==> src/rtl/phy_mgmt_pkg.sv <==
package phy_mgmt_pkg;

    localparam int DATA_W    = 16;
    localparam int REG_COUNT = 16;
    localparam int IDX_W     = 5;
    localparam int SEL_W     = $clog2(REG_COUNT);

    typedef logic [DATA_W-1:0] word_t;

    // Register positions that the behaviour depends on
    localparam int IX_CTRL  = 0;
    localparam int IX_STAT  = 1;
    localparam int IX_ID_HI = 2;
    localparam int IX_ID_LO = 3;
    localparam int IX_ADV   = 4;
    localparam int IX_PEER  = 5;

    localparam int    SOFT_RST_BIT = 15;
    localparam int    LINK_BIT     = 2;
    localparam word_t PEER_UP_OR   = 16'h01E1;
    localparam word_t PEER_DN_AND  = 16'h01FF;

    typedef enum logic [1:0] {
        WR_IGNORE = 2'd0,
        WR_STORE  = 2'd1,
        WR_RELOAD = 2'd2
    } wr_kind_e;

    typedef struct packed {
        wr_kind_e             kind;
        logic [REG_COUNT-1:0] sel;
    } wr_cmd_t;

    function automatic word_t boot_value(input int unsigned ix);
        case (ix)
            IX_CTRL:  return 16'h1000;
            IX_STAT:  return 16'h7848;
            IX_ID_HI: return 16'h2000;
            IX_ID_LO: return 16'h5C90;
            IX_ADV:   return 16'h01E1;
            default:  return '0;
        endcase
    endfunction

    function automatic logic is_read_only(input int unsigned ix);
        return (ix == IX_STAT) || (ix == IX_ID_HI) || (ix == IX_ID_LO);
    endfunction

    function automatic word_t link_overlay(input int unsigned ix, input word_t v,
                                           input logic up);
        word_t r;
        r = v;
        if (ix == IX_STAT) begin
            r[LINK_BIT] = up;
        end else if (ix == IX_PEER) begin
            r = up ? (v | PEER_UP_OR) : (v & PEER_DN_AND);
        end
        return r;
    endfunction

    function automatic word_t next_word(input int unsigned ix, input word_t cur,
                                        input word_t wdat, input logic reload,
                                        input logic store, input logic chg,
                                        input logic up);
        word_t n;
        if (reload) begin
            n = link_overlay(ix, boot_value(ix), up);
        end else begin
            n = store ? wdat : cur;
            if (chg) begin
                n = link_overlay(ix, n, up);
            end
        end
        return n;
    endfunction

endpackage

==> src/rtl/phy_mgmt_wr_decode.sv <==
module phy_mgmt_wr_decode
    import phy_mgmt_pkg::*;
#(
    parameter int NREG = REG_COUNT,
    parameter int IW   = IDX_W,
    parameter int DW   = DATA_W
) (
    input  logic          wr_en,
    input  logic [IW-1:0] reg_idx,
    input  logic [DW-1:0] wr_data,
    output wr_cmd_t       cmd
);
    localparam int SW = $clog2(NREG);

    logic in_range;
    assign in_range = (reg_idx[IW-1:SW] == '0);

    always_comb begin
        cmd.kind = WR_IGNORE;
        cmd.sel  = '0;
        if (wr_en && in_range) begin
            cmd.sel[reg_idx[SW-1:0]] = 1'b1;
            if (int'(reg_idx[SW-1:0]) == IX_CTRL && wr_data[SOFT_RST_BIT]) begin
                cmd.kind = WR_RELOAD;
            end else if (!is_read_only(int'(reg_idx[SW-1:0]))) begin
                cmd.kind = WR_STORE;
            end
        end
    end
endmodule

==> src/rtl/phy_mgmt_bank.sv <==
module phy_mgmt_bank
    import phy_mgmt_pkg::*;
#(
    parameter int NREG = REG_COUNT,
    parameter int DW   = DATA_W
) (
    input  logic                   clk,
    input  logic                   rst,
    input  logic                   link_up,
    input  wr_cmd_t                cmd,
    input  logic [DW-1:0]          wr_data,
    output logic [NREG-1:0][DW-1:0] bank_q
);
    logic                    link_q;
    logic                    link_chg;
    logic                    reload;
    logic [NREG-1:0][DW-1:0] bank_d;

    assign link_chg = (link_up != link_q);
    assign reload   = rst || (cmd.kind == WR_RELOAD);

    for (genvar g = 0; g < NREG; g++) begin : g_word
        assign bank_d[g] = next_word(g, bank_q[g], wr_data, reload,
                                     (cmd.kind == WR_STORE) && cmd.sel[g],
                                     link_chg, link_up);
    end

    always_ff @(posedge clk) begin
        link_q <= link_up;
        bank_q <= bank_d;
    end
endmodule

==> src/rtl/phy_mgmt_rd_port.sv <==
module phy_mgmt_rd_port
    import phy_mgmt_pkg::*;
#(
    parameter int NREG = REG_COUNT,
    parameter int IW   = IDX_W,
    parameter int DW   = DATA_W
) (
    input  logic                    clk,
    input  logic                    rst,
    input  logic                    rd_en,
    input  logic [IW-1:0]           reg_idx,
    input  logic [NREG-1:0][DW-1:0] bank_q,
    output logic [DW-1:0]           rd_data
);
    localparam int SW = $clog2(NREG);

    logic [DW-1:0] pick;

    always_comb begin
        pick = '0;
        if (reg_idx[IW-1:SW] == '0) begin
            pick = bank_q[reg_idx[SW-1:0]];
        end
    end

    always_ff @(posedge clk) begin
        if (rst) begin
            rd_data <= '0;
        end else if (rd_en) begin
            rd_data <= pick;
        end
    end
endmodule

==> src/rtl/phy_mgmt_regs.sv <==
module phy_mgmt_regs
    import phy_mgmt_pkg::*;
(
    input  logic              clk,
    input  logic              rst,
    input  logic              link_up,
    input  logic              wr_en,
    input  logic              rd_en,
    input  logic [IDX_W-1:0]  reg_idx,
    input  logic [DATA_W-1:0] wr_data,
    output logic [DATA_W-1:0] rd_data
);
    wr_cmd_t                         cmd;
    logic [REG_COUNT-1:0][DATA_W-1:0] bank_q;

    phy_mgmt_wr_decode u_dec (
        .wr_en   (wr_en),
        .reg_idx (reg_idx),
        .wr_data (wr_data),
        .cmd     (cmd)
    );

    phy_mgmt_bank u_bank (
        .clk     (clk),
        .rst     (rst),
        .link_up (link_up),
        .cmd     (cmd),
        .wr_data (wr_data),
        .bank_q  (bank_q)
    );

    phy_mgmt_rd_port u_rd (
        .clk     (clk),
        .rst     (rst),
        .rd_en   (rd_en),
        .reg_idx (reg_idx),
        .bank_q  (bank_q),
        .rd_data (rd_data)
    );
endmodule

==> config.mk <==
export PLATFORM = sky130hd
export DESIGN_NAME = phy_mgmt_regs
export DESIGN_NICKNAME = d
export VERILOG_FILES = /design/src/rtl/phy_mgmt_pkg.sv /design/src/rtl/phy_mgmt_wr_decode.sv /design/src/rtl/phy_mgmt_bank.sv /design/src/rtl/phy_mgmt_rd_port.sv /design/src/rtl/phy_mgmt_regs.sv
export SDC_FILE = /design/constraint.sdc
export NUM_CORES = 1
export LEC_CHECK = 0
export ABC_AREA = 0
export BUFFER_PORTS_ARGS = -buffer_cell sky130_fd_sc_hd__buf_2
export CAP_MARGIN = 10
export CORE_MARGIN = 2
export CORE_UTILIZATION = 27
export CTS_BUF_LIST = sky130_fd_sc_hd__clkbuf_8
export DETAILED_ROUTE_END_ITERATION = 6
export GPL_TIMING_DRIVEN = 1
export PLACE_DENSITY = 0.41
export SYNTH_ARGS = -nofsm -noshare
export SYNTH_HDL_FRONTEND = slang
export SYNTH_SLANG_ARGS = --single-unit
==> constraint.sdc <==
create_clock -name clk -period 3.1 [get_ports clk]
set_clock_uncertainty 0.2 [all_clocks]
set_input_delay 0.465 -clock clk [delete_from_list [all_inputs] [get_ports clk]]
set_output_delay 0.465 -clock clk [all_outputs]
set_load 0.01 [all_outputs]
-- Word-level counts from Yosys, hierarchy flattened
Cells that the tools add are included.
W data, S select, Z words.
- input port bits: 26
- bits in registers: 273
- reductions and logical operators: 24
- magnitude comparators: 2
- bitwise logic cells: 1
- eq/ne operators: 6
- muxes and demuxes: 16
- operators by type and width (cell ; number):
    $mux W16 ; 7
    $bmux W16 S4 ; 1
    $logic_and A1 B1 Y1 ; 19
    $mux W18 ; 1
    $mux W9 ; 1
    $eq A4 B2 Y1 const B ; 2
    $mux W3 ; 2
    $lt A4 B5 Y1 const B ; 1
    $demux W1 S4 ; 1
    $eq A4 B1 Y1 const B ; 1
    $ge A4 B1 Y1 const B ; 1
    $logic_not A4 Y1 ; 1
    $logic_or A1 B1 Y1 ; 3
    $reduce_bool A3 Y1 ; 1
    $eq A2 B1 Y1 const B ; 1
    $eq A2 B2 Y1 const B ; 1
    $mux W1 ; 2
    $mux W2 ; 1
    $ne A1 B1 Y1 ; 1
    $not A1 Y1 ; 1

-- Logic depth before layout (Yosys ltp)
Gate-level depths: netlist of run 1.
- word-level depth: 12
- mapped depth: 7
- gate-level depth less buffers: 4

-- Cells and area by module
Synthesis of run 1 repeated with hierarchy kept, for this count alone.
- cells, all modules: 1400
- area, all modules: 12699.7 µm²
- by module, submodules not included (module ; area an instance (µm²) ; cells an instance ; times used):
    phy_mgmt_bank ; 9912.0 ; 1162 ; 1
    phy_mgmt_rd_port ; 2620.0 ; 209 ; 1
    phy_mgmt_wr_decode ; 167.7 ; 29 ; 1

-- Worst setup path after synthesis of run 1
Ideal clock, no wire load.
- path kind: input port to flip-flop
- start: input reg_idx[1]
- end: register u_rd.rd_data[15]
- stages on the path: 6
- setup time: 0.128 ns
- path slack: 1.177 ns
- data arrival time: 1.595 ns
- cell sequence: buf_6 -> buf_4 -> buf_2 -> mux4_2 -> a22oi_1 -> o211ai_2
- cells in the longest elaborated chain, start to end: 3
- RTL lines (element ; RTL line ; text):
    from (decl) ; phy_mgmt_regs.sv:9 ; input logic [IDX_W-1:0] reg_idx,
    $bmux W16 S4 ; phy_mgmt_rd_port.sv:22 ; pick = bank_q[reg_idx[SW-1:0]];
    $mux W16 (implied by the code) ; phy_mgmt_rd_port.sv:22 ;
    $mux W16 ; phy_mgmt_rd_port.sv:21 ; if (reg_idx[IW-1:SW] == '0) begin
    to (signal assigned) ; phy_mgmt_rd_port.sv:30 ; rd_data <= pick;
    to (decl) ; phy_mgmt_rd_port.sv:13 ; output logic [DW-1:0] rd_data
No other way between the ends. The select of a mux whose other input is x is not followed.
A chain may end at the register's enable or synchronous reset.

-- Worst setup path in the final report of run 1
- start: input reg_idx[1]
- end: register u_rd.rd_data[8]
The elaborated chain is that of the path after synthesis.

==> results of run 1 <==
-- routing by layer --
| layer | vias to the layer above | track usage, % | part of all wire (%) |
|---|---|---|---|
| li1 | 4166 | - | - |
| met1 | 4185 | 23.3 | 49 |
| met2 | 189 | 25.2 | 45 |
| met3 | 40 | 2.72 | 4.4 |
| met4 | 0 | 3.89 | 1.4 |
| met5 | - | 0 | 0 |
-- timing repair --
action	in CTS	in global routing
hold buffers	1	0
endpoints found under the hold margin	1	0
resized for setup	0	0
setup endpoints to repair	0	0
-- layout by cell type, fill, tap and decap left out, types with 3 or more instances in the layout --
master / synthesis / final
a21oi_1: 179 / 179
a22oi_1: 16 / 16
and2_1: 38 / 38
and3_1: 6 / 6
buf_12: 0 / 6
buf_2: 49 / 39
buf_4: 11 / 35
clkbuf_8: 0 / 60
dfxtp_1: 268 / 268
edfxtp_1: 5 / 5
inv_1: 1 / 18
mux2i_1: 36 / 36
mux4_2: 64 / 64
nand2_1: 340 / 340
nand2_2: 5 / 5
nand2b_1: 16 / 16
nand3_1: 38 / 38
nor2_1: 16 / 16
nor2b_1: 3 / 3
o211ai_1: 6 / 6
o211ai_2: 10 / 10
o21ai_0: 16 / 16
o21ai_1: 5 / 5
-- sequential cells by signal, indices dropped and copies added, names as in the netlist, named ones only --
register / count
u_bank.link_q: 1
u_rd.rd_data: 16
u_bank.bank_q: 254
-- cell families (layout without fill, tap and decap cells) --
group | count (synthesis) | after routing | synth area share (%)
XOR/XNOR | 1 | 1 | 0.0770
multiplexers | 100 | 100 | 15.8
AO/OA/AOI/OAI | 236 | 236 | 11.7
flip-flops | 273 | 273 | 48.5
AND/OR/NAND/NOR | 478 | 478 | 18.7
buffers and inverters | 111 | 163 | 5.16
-- final timing paths --
check / start / to / cells past startpoint
max: reg_idx[1] / u_rd.rd_data[8] / 5
min: rst / u_bank.bank_q[15] / 3
max reg2reg: u_bank.bank_q[252] / u_rd.rd_data[12] / 3
min reg2reg: u_bank.bank_q[22] / u_bank.bank_q[22] / 1
-- through the flow --
step / area, um^2 / utilization [%] / hold WS [ps] / instances
6_report: 13000 / 31.1 / 49.4 / 1790
5_1_grt: 13000 / 31.1 / 60.0 / 1790
4_1_cts: 13000 / 31.1 / 20.6 / 1790
3_5_place_dp: 12100 / 28.9 / 222 / 1709
3_3_place_gp: 12100 / 28.9 / 217 / 1709
2_1_floorplan: 11400 / - / 205 / 1199
-- area by class of cell --
cell class / instances / area, um^2
Sequential cell: 273 / 5520
Clock inverter: 20 / 104
Fill cell: 4354 / 28800
Timing Repair Buffer: 81 / 588
Inverter: 2 / 7.51
Clock buffer: 60 / 826
Multi-Input combinational cell: 815 / 5290
Tap cell: 539 / 674
-- power groups by stage --
stage	combinational (W)	clock [W]	sequential (W)
final	0.000438	0.00330	0.00357
after global routing	0.000474	0.00356	0.00357
after CTS	0.000446	0.00340	0.00357
after detailed placement	0.000444	0	0.00365
after global placement	0.000443	0	0.00365
after floorplan	0.000282	0	0.00364
-- critical path, cell delays in order --
cell,delay (ps)
buf_4,620
buf_12,270
mux4_2,520
mux2i_1,300
o211ai_2,100
==> reports/results.ini, run 1 <==
[floorplanning]
core-area_um2=41800
die_area_um2=43800
initial_core_util_pct=27.2
io_pins=42
die_w_um=209
row_count=75
die_height_um=209

[clocking]
cts_tree=done
clk_path_buf_depth=3
h-tree-depth=2
cts_root_buf=clkbuf_8
cts.sinks=273
cts_buffers=48
cts.clk_slew.worst_paths_ps=60
insertion_delay_ps=570
postCtsSetupBuffers=0

[route]
routed_wirelength_mm=34.9
via_count=8580
wl_per_cell_um=19.5
drc=0
firstDrtPassIters=4
vias_per_cell=4.79
first_iter_violations=520
drtAntennaViolNets=0

[timing]
max_slew.worst_pin.slew_ps=1140
min_period_ps=2100
drv_slew=0
period_share_pct=67.9
worst_slack_ps=996
rsz0062_at_grt=no
slew-limit-headroom_pct=24.1
final_hold_viol_count=0
setup_tns_ps=0
max_clock_freq_ghz=0.475
setup_viol=0

[setup_path]
rrSetupSlack_ps=1440
cp.arrival_ps=2310
critPathRequiredTime_ps=3310
cp-end-kind=flop
cp_max_fo=37
critPathLaunchType=primary input
path_class=primary input to flop

[finish]
layout-drive-gt1-share_pct=19.0
nNetsFinal=1247
n_antenna_cell=0
area_growth_pct=14.3

[pwr]
power_per_cell_area_nw_per_um2=563
p_sw_w=0.00181
power_frac_comb_pct=6.0
leakage_nw=4.52
design_power_total_w=0.00731
p_clk_share_pct=45.2
swShare_pct=24.8
ir_drop_mv=0.262
p_int_w=0.00550
seq_power_share_pct=48.8

[grt]
grt_use_total_pct=16.2
grt_antenna_before_repair=0
overflow=0
grt_pass1_wl_mm=54.2
grt_max_degree=64
grt_pass1_vias=8536

[yosys]
yosys-top-cells-area=dfxtp_1 47%, mux4_2 13%, nand2_1 11%
synth_most_common_cell=nand2_1
synth_area_um2=11400
syn_avg_cell_area_um2=9.48
syn_nets=1225
ys_types=43
async_reset_ff_share_pct=0
syn_inst=1199
yosys_warnings=0
synth-seq-cells=273
netlist_top_cells_count=340 x nand2_1, 268 x dfxtp_1, 179 x a21oi_1
synth_edf_count=5
yosysTopAreaCell=dfxtp_1
synth_ff_type=dfxtp_1
ys_seq_area_share_pct=48.5
yosys.area.top_type_share_pct=47.2

[placement]
hpwl_mm=21.6
gp_congestion=0.722
post-place-ws_ps=361
port_buffers=41

[status]
outcome=complete, no violations

[min_path]
hold_class=primary input to flop

[job]
max_cap_violations=0

(Power assumes the default switching activity.)
==> run 2: changes to the inputs <==
clock period = 2 ns   (was 3.1 ns; I/O delays follow)
==> run 2 against run 1 <==
Routed wire length rose by 3.9%; total power rose by 56%; design area rose by 7.9%; critical endpoint is now u_bank.bank_q[228]; cell count rose by 5.8%; sequential share of layout area fell by 3.1 points; largest power group unchanged; via count rose by 4.5%; worst setup slack got worse by 900 ps; critical path type unchanged; clock power rose by 53%; core utilization rose by 2.5 points.
==> reports/results.ini, run 2 (same netlist as run 1, synthesis figures left out) <==
[status]
outcome=complete, no violations

[setup_path]
rr_startpoint=u_bank.bank_q[240]
rr_worst_depth=4
cp-end-kind=flop
cpMaxStageDelayCell=dlygate4sd3_1
critPathTopFamily=buffers and inverters
reg2reg_to=u_rd.rd_data[0]
rrSetupSlack_ps=380
crit_chain=dlygate4sd3_1 > clkbuf_4 > nand4b_1 > buf_4 > buf_6 > nand2b_1 > buf_4 > nand2_1 > a21oi_1
critPathLaunchType=primary input
cp.buffers_inverters=5
path_class=primary input to flop
critPathMaxStageDelay_ps=530
critPathRequiredTime_ps=2300
cp_max_fo=14
cp.arrival_ps=2210
cp_common_cell=buf_4

[floorplanning]
die_w_um=209
row_count=75
die_area_um2=43800
initial_core_util_pct=27.2
core-area_um2=41800
die_height_um=209
io_pins=42

[timing]
final_hold_viol_count=0
drv_slew=0
timing.hold.ws_ps=58.8
setup_tns_ps=0
max_clock_freq_ghz=0.525
min_period_ps=1910
slew-limit-headroom_pct=70.3
period_share_pct=95.3
rsz0062_at_grt=no
max_slew.worst_pin.slew_ps=446
setup_viol=0

[grt]
grt_pass1_vias=9019
busiest_layer=met2
overflow=0
grt_use_met1_pct=24.1
grt_antenna_before_repair=0
grt_pass1_wl_mm=56.3
grt_max_degree=30
grt_use_total_pct=16.9
globalRouteMet3Util_pct=2.61
met2_usage_pct=26.2

[finish]
area_growth_pct=23.4
largest_reg_flops=254
n_antenna_cell=0
layout_common_cells=340 x nand2_1, 268 x dfxtp_1, 179 x a21oi_1
top_regs=u_bank.bank_q: 254 flops, u_rd.rd_data: 16 flops, u_bank.link_q: 1 flops
fillCellCount=4288
register_area_um2=5520
layout-drive-gt1-share_pct=23.9
final_common_cell=nand2_1
finish.utilization_pct=33.6
largest-register=u_bank.bank_q
multiInputGateArea_um2=5290
nNetsFinal=1347
stdcell_count=1893

[clocking]
cts_tree=done
clk_path_buf_depth=3
cts.sinks=273
cts_buffers=48
cts.clk_slew.worst_paths_ps=60
insertion_delay_ps=570
h-tree-depth=2
cts_root_buf=clkbuf_8

[pwr]
seq_power_share_pct=48.5
swShare_pct=25.0
leakage_nw=5.07
p_sw_w=0.00285
power_frac_comb_pct=7.1
p_clk_share_pct=44.3
power_per_cell_area_nw_per_um2=813
ir_drop_mv=0.466
design_power_total_w=0.0114
p_int_w=0.00856

[route]
firstDrtPassIters=5
wl_per_cell_um=19.1
drtAntennaViolNets=0
vias_per_cell=4.74
first_iter_violations=569
via_count=8964
routed_wirelength_mm=36.2
drc=0

[job]
max_cap_violations=0

[min_path]
holdPathStages=4
hold_class=primary input to flop
whs_endpoint=u_bank.bank_q[15]
min-delay-start=reg_idx[3]

[placement]
port_buffers=41
hpwl_mm=24.3
gp_congestion=0.758
placedCellCount=1790

run 2: changes by cell type in the layout (fill, tap and decap cells not counted):
| cell | change |
|---|---|
| clkinv_2 | +5 |
| clkbuf_4 | +1 |
| buf_12 | +18 |
| buf_6 | +1 |
| clkbuf_8 | +1 |
| dlygate4sd3_1 | +19 |
| inv_1 | -2 |
| buf_4 | +62 |
| bufinv_16 | -1 |
| buf_2 | -1 |
run 2: timing repair:
action | in CTS | in global routing
buffers inserted | 0 | 0
hold buffers | 20 | 0
setup endpoints to repair | 0 | 33
endpoints found under the hold margin | 204 | 0
resized for setup | 0 | 2
run 2: worst max-delay path by stage:
stage                               to  startpoint  depth (start not counted)  slack (ps)
floorplan             u_rd.rd_data[15]  reg_idx[1]                          6         240
global placement      u_rd.rd_data[10]  reg_idx[0]                          5        -190
detailed placement     u_rd.rd_data[0]  reg_idx[0]                          6        -190
CTS                 u_bank.bank_q[229]  reg_idx[2]                          9          80
global route        u_bank.bank_q[233]  reg_idx[2]                          9           5
finish              u_bank.bank_q[228]  reg_idx[2]                          9          90
run 2: layout make-up:
class	count	area share, %
Multi-Input combinational cell	815	37.7
Sequential cell	273	39.3
Timing Repair Buffer	181	11.5
Clock inverter	22	0.651
Clock buffer	61	5.98
Inverter	2	0.0535
Tap cell	539	4.81
run 2: per-layer routing:
layer  vias to the layer above  routed length, um
met2                       210              16200
met3                        66               1590
li1                       4362                  -
met1                      4326              17700
met4                         0                837
met5                         -                  0
run 2: power by group through the flow:
| stage | Combinational (W) | Clock, W | Sequential [W] |
|---|---|---|---|
| 2_1_floorplan | 0.000437 | 0 | 0.00564 |
| 5_1_grt | 0.000878 | 0.00547 | 0.00554 |
| 3_3_place_gp | 0.000793 | 0 | 0.00565 |
| 4_1_cts | 0.000826 | 0.00522 | 0.00553 |
| 6_report | 0.000815 | 0.00506 | 0.00553 |
| 3_5_place_dp | 0.000794 | 0 | 0.00565 |
run 2: worst register-to-register path, delay by kind of cell (launching register included):
family	cells	cell delay (ps)
compound gates	2	360
flops	1	310
mux	1	460
buf+inv	1	160
run 2: metrics by stage:
stage / instance area, um^2 / worst slack [ps]
2_1_floorplan: 11400 / 242
3_3_place_gp: 12900 / -194
3_5_place_dp: 12900 / -190
4_1_cts: 14000 / 80.7
5_1_grt: 14000 / 5.28
6_report: 14000 / 94.3
